**config.mk**
```make
export PLATFORM = sky130hd
export DESIGN_NAME = cpu_clk_divider
export DESIGN_NICKNAME = d
export VERILOG_FILES = /design/src/rtl/ckdiv_pkg.sv /design/src/rtl/ckdiv_ctrl_reg.sv /design/src/rtl/ckdiv_ce_gen.sv /design/src/rtl/ckdiv_clkout.sv /design/src/rtl/cpu_clk_divider.sv
export SDC_FILE = /design/constraint.sdc
export NUM_CORES = 1
export LEC_CHECK = 0
export ABC_AREA = 1
export BUFFER_PORTS_ARGS = -buffer_cell sky130_fd_sc_hd__buf_2
export CORE_MARGIN = 2
export CORE_UTILIZATION = 52
export CTS_CLUSTER_DIAMETER = 40
export CTS_CLUSTER_SIZE = 30
export DETAILED_ROUTE_END_ITERATION = 10
export PLACE_DENSITY_LB_ADDON = 0.2
export SYNTH_ARGS = -nofsm -noshare
export SYNTH_HDL_FRONTEND = slang
export SYNTH_SLANG_ARGS = --single-unit
export TNS_END_PERCENT = 10
```
**constraint.sdc**
```tcl
create_clock -name clk -period 2.3 [get_ports clk]
set_input_delay 0.46 -clock clk [delete_from_list [all_inputs] [get_ports clk]]
set_output_delay 0.46 -clock clk [all_outputs]
set_load 0.05 [all_outputs]
```
**src/rtl/ckdiv_pkg.sv**
```systemverilog
package ckdiv_pkg;

  localparam int REG_W = 8;

  // Register layout (MSB first): sens_hi[7:6], co_en[5], sens_lo[4:3], cp[2:1], slow[0]
  typedef struct packed {
    logic [1:0] sens_hi;
    logic       co_en;
    logic [1:0] sens_lo;
    logic [1:0] cp;
    logic       slow;
  } ctrl_t;

  // log2 of the CPU clock divisor
  function automatic logic [7:0] div_shift(input logic slow, input logic [1:0] cp);
    if (slow) div_shift = 8'd2 + {6'd0, cp};
    else      div_shift = 8'd1;
  endfunction

endpackage

```
**src/rtl/ckdiv_ctrl_reg.sv**
```systemverilog
module ckdiv_ctrl_reg
  import ckdiv_pkg::*;
(
  input  logic             clk,
  input  logic             rst,
  input  logic             wr_en,
  input  logic [REG_W-1:0] wr_data,
  input  logic             irq_masked,
  output ctrl_t            ctrl_o
);

  ctrl_t ctrl_q;
  ctrl_t wd;

  assign wd = ctrl_t'(wr_data);

  always_ff @(posedge clk) begin
    if (rst) begin
      ctrl_q <= '0;
    end else if (wr_en) begin
      ctrl_q.slow  <= wd.slow;
      ctrl_q.cp    <= wd.cp;
      ctrl_q.co_en <= wd.co_en;
      if (irq_masked) begin
        ctrl_q.sens_hi <= wd.sens_hi;
        ctrl_q.sens_lo <= wd.sens_lo;
      end
    end
  end

  assign ctrl_o = ctrl_q;


  sens_locked_chk: assert property (@(posedge clk) disable iff (rst)
    (wr_en && !irq_masked) |=> ($stable(ctrl_q.sens_hi) && $stable(ctrl_q.sens_lo)));


  write_lands_chk: assert property (@(posedge clk) disable iff (rst)
    wr_en |=> (ctrl_q.slow == $past(wd.slow)) && (ctrl_q.cp == $past(wd.cp))
              && (ctrl_q.co_en == $past(wd.co_en)));

endmodule

```
**src/rtl/ckdiv_ce_gen.sv**
```systemverilog
module ckdiv_ce_gen
  import ckdiv_pkg::*;
#(
  parameter int CNT_W = 5,
  parameter int SH_W  = 3
) (
  input  logic       clk,
  input  logic       rst,
  input  logic       slow,
  input  logic [1:0] cp,
  output logic       cpu_ce
);

  localparam logic [SH_W-1:0] RST_SH = SH_W'(1);

  logic [CNT_W-1:0] cnt_q;
  logic [CNT_W-1:0] lim;
  logic [SH_W-1:0]  sh_q;
  logic [SH_W-1:0]  sh_next;
  logic             tc;
  logic             ce_q;

  assign lim     = CNT_W'((32'd1 << sh_q) - 32'd1);
  assign tc      = (cnt_q == lim);
  assign sh_next = SH_W'(div_shift(slow, cp));

  always_ff @(posedge clk) begin
    if (rst) begin
      cnt_q <= '0;
      sh_q  <= RST_SH;
      ce_q  <= 1'b0;
    end else begin
      ce_q <= tc;
      if (tc) begin
        cnt_q <= '0;
        sh_q  <= sh_next;
      end else begin
        cnt_q <= cnt_q + 1'b1;
      end
    end
  end

  assign cpu_ce = ce_q;


  ce_single_chk: assert property (@(posedge clk) disable iff (rst)
    ce_q |=> !ce_q);


  div_hold_chk: assert property (@(posedge clk) disable iff (rst)
    !tc |=> $stable(sh_q));


  cnt_range_chk: assert property (@(posedge clk) disable iff (rst)
    cnt_q <= lim);

endmodule

```
**src/rtl/ckdiv_clkout.sv**
```systemverilog
module ckdiv_clkout (
  input  logic clk,
  input  logic rst,
  input  logic co_en,
  input  logic halt,
  output logic clk_out,
  output logic pin_sel
);

  logic en;
  logic co_q;
  logic sel_q;

  assign en = co_en & ~halt;

  always_ff @(posedge clk) begin
    if (rst) begin
      co_q  <= 1'b0;
      sel_q <= 1'b0;
    end else begin
      sel_q <= en;
      co_q  <= en ? ~co_q : 1'b0;
    end
  end

  assign clk_out = co_q;
  assign pin_sel = sel_q;


  toggle_chk: assert property (@(posedge clk) disable iff (rst)
    en |=> (co_q != $past(co_q)) && sel_q);


  halt_off_chk: assert property (@(posedge clk) disable iff (rst)
    halt |=> (!co_q && !sel_q));


  disabled_off_chk: assert property (@(posedge clk) disable iff (rst)
    !co_en |=> (!co_q && !sel_q));

endmodule

```
**src/rtl/cpu_clk_divider.sv**
```systemverilog
module cpu_clk_divider
  import ckdiv_pkg::*;
#(
  parameter int CNT_W = 5,
  parameter int SH_W  = 3
) (
  input  logic             clk,
  input  logic             rst,
  input  logic             wr_en,
  input  logic [REG_W-1:0] wr_data,
  input  logic             irq_masked,
  input  logic             active_halt,
  output logic [REG_W-1:0] rd_data,
  output logic [1:0]       sens_hi,
  output logic [1:0]       sens_lo,
  output logic             cpu_ce,
  output logic             clk_out,
  output logic             clk_out_sel
);

  ctrl_t ctrl;

  ckdiv_ctrl_reg u_reg (
    .clk        (clk),
    .rst        (rst),
    .wr_en      (wr_en),
    .wr_data    (wr_data),
    .irq_masked (irq_masked),
    .ctrl_o     (ctrl)
  );

  ckdiv_ce_gen #(
    .CNT_W (CNT_W),
    .SH_W  (SH_W)
  ) u_ce (
    .clk    (clk),
    .rst    (rst),
    .slow   (ctrl.slow),
    .cp     (ctrl.cp),
    .cpu_ce (cpu_ce)
  );

  ckdiv_clkout u_co (
    .clk     (clk),
    .rst     (rst),
    .co_en   (ctrl.co_en),
    .halt    (active_halt),
    .clk_out (clk_out),
    .pin_sel (clk_out_sel)
  );

  assign rd_data = REG_W'(ctrl);
  assign sens_hi = ctrl.sens_hi;
  assign sens_lo = ctrl.sens_lo;

endmodule

```
==> out/metrics.csv <==
stage,metric,value,unit
sta,slew_viol_final,0,
floorplan,die_y,44.7,µm
synthesis,syn_nets,128,
finish,drive_gt1_share,27.7,%
worst_setup_path,path_delay_family,flip-flops,
worst_setup_path,cp-start-kind,register,
power,peakVddDrop,0.591,mV
routing,routed_wl,1.41,mm
sta,worstMarginPinSlew,405,ps
sta,setup_viol,0,
placement,dp_slack,1040,ps
clocking,cts_buffer_depth,2,
synthesis,synth.cell_area,863,µm²
routing,wl_per_cell,9.24,µm
routing,drt-vias-per-instance,4.90,
sta,period_needed,1430,ps
flow_run,maxCapViolations,0,
sta,fin_skew,1.31,ps
worst_setup_path,worstPathRequired,1840,ps
synthesis,synth_enable_flop_cells,0,
synthesis,syn_inst,114,
clocking,ctsHoldBuffers,0,
finish,layout.cells.non_filler,153,
finish,n_antenna_cell,0,
worst_setup_path,crit_path_end_kind,output port,
sta,fin_ws,874,ps
finish,layout.nets,152,
clocking,path_clk_slew,110,ps
clocking,h-tree-depth,1,
routing,drt_iter0_drc,8,
worst_setup_path,crit_path_cell_trace,buf_2,
floorplan,rows,14,
sta,clock.fmax,701,MHz
worst_setup_path,cp_slowest_cell,dfxtp_1,
clocking,clkSinkCount,19,
synthesis,synthFlopType,dfxtp_1,
worst_setup_path,cpPeakStageDelay,390,ps
routing,num_vias,749,
sta,tns,0,ps
clocking,postCtsSetupBuffers,0,
synthesis,yosysSeqAreaShare,44.1,%
worst_setup_path,arrival,970,ps
grt,grtUsageTotal,17.9,%
clocking,cts_buffers,3,
routing,drc,0,
synthesis,synth-async-reset-ratio,0,%
sta,finalHoldViolations,0,
sta,finalCritPeriodShare,62.0,%
placement,post-place-cells,149,
status,status,completed,
sta,rsz0062_at_grt,no,
power,power_leakage,0.518,nW
floorplan,pin_count,28,
grt,overflow,0,
placement,place.gp.congestion,0.814,
floorplan,die_w,44.7,µm
worst_setup_path,critPathBufInv,1,
clocking,cts_root_buf,clkbuf_4,
clocking,worstSkewPairLatency,290,ps
routing,drtPass1Iterations,4,
placement,dpl.hpwl,1.12,mm
floorplan,dieArea,2000,µm²
floorplan,initial_core_util,56.7,%
routing,ant_nets,0,
power,power_density,963,nW/µm²
synthesis,synth-seq-cells,19,
synthesis,synth_area_per_cell,7.57,µm²
finish,fin_util,64.6,%
sta,slew_headroom,73.0,%
grt,grt_pass1_vias,652,
synthesis,synth_cell_types,23,
worst_setup_path,cp_max_fo,4,
grt,antenna_found_initial,0,
clocking,cts_tree,done,
grt,grt_max_degree,15,
finish,final_common_cell,buf_2,
grt,grt_pass1_wl,2.62,mm
synthesis,ys_warn_count,0,
min_path,worst_hold_path_type,in -> reg,
worst_setup_path,critical_path_class,reg -> out,
finish,final_cell_mix,"27 x buf_2, 19 x nor2_1, 19 x nand2_1, 19 x dfxtp_1, 13 x inv_1",
floorplan,core,1520,µm²
finish,area_growth,14.1,%
placement,io_buffers,27,
clocking,cts.repair.resized,0,
## power breakdown
group / leakage [nW] / internal [mW] / total, mW / switching [mW]
Combinational: 0.344 / 0.114 / 0.366 / 0.252
Sequential: 0.156 / 0.376 / 0.415 / 0.0392
Clock: 0.0177 / 0.0648 / 0.167 / 0.102
Total: 0.518 / 0.554 / 0.948 / 0.394
## routing by layer
layer / up-vias / track usage, % / wire length, µm
met5: - / 0 / 0
met4: 0 / 12.1 / 43
met3: 7 / 2.80 / 62
met2: 18 / 26.4 / 652
met1: 323 / 24.2 / 656
li1: 401 / - / -
## worst paths after layout
check,slack (ps),to,depth (start not counted),start
worst max-delay path,870,rd_data[2],1,u_reg.ctrl_o[2]$_SDFFE_PP0P_
worst min-delay path,330,u_co.clk_out$_SDFF_PP0_,2,active_halt
worst max register to register,1060,u_ce.sh_q[0]$_SDFFE_PP1N_,7,u_ce.sh_q[2]$_SDFFE_PP0N_
worst min register to register,420,u_co.clk_out$_SDFF_PP0_,1,u_co.clk_out$_SDFF_PP0_
## area by class of cell
cell class | count | area (µm²)
inverter | 14 | 52.6
tap | 16 | 20.0
multi-input combinational | 73 | 369
sequential | 19 | 380
clock buffer | 3 | 22.5
fill | 142 | 539
timing repair buffer | 27 | 135
clock inverter | 1 | 5.00
## synth_stat cells, types with 2 or more instances
cell	instances	area [µm²]
nand4_1	2	12.5
inv_1	13	48.8
nor2_1	19	71.3
xor2_1	2	17.5
nand3_1	8	40.0
o21ai_0	9	45.0
nand2_1	19	71.3
buf_4	6	45.0
nand2_4	2	22.5
dfxtp_1	19	380
xnor2_1	2	17.5
a21oi_1	2	10.0
## sequential cells by signal (all words and copies together) (netlist names)
| name | flops |
|---|---|
| u_ce.sh_q | 3 |
| u_co.clk_out | 1 |
| u_ce.cpu_ce | 1 |
| u_ce.cnt_q | 5 |
| u_reg.ctrl_o | 8 |
| u_co.pin_sel | 1 |
## metrics by stage
step           hold slack [ps]  power [mW]  area (µm²)
2_1_floorplan              437       0.729         863
6_report                   327       0.948         985
3_3_place_gp               401       0.781         957
5_1_grt                    333        1.02         985
3_5_place_dp               399       0.793         957
4_1_cts                    319       0.958         985
## worst reg2reg max path, cell delays in order, from the launching register on
cell,delay [ps]
dfxtp_1,480
inv_1,90
nand3_1,90
nand2_1,80
nor2_4,170
nand2_4,90
nand2_1,70
nand3_1,50
## cells by family (layout without fill, tap and decap cells)
family,count (synthesis),in the layout,synth area share (%)
simple gates,57,57,30.9
fa+ha+maj,1,1,1.45
compound gates,11,11,6.38
xor+xnor,4,4,4.06
buf+inv,22,45,13.2
flops,19,19,44.1
No activity file was read; power rests on OpenSTA's default activity.
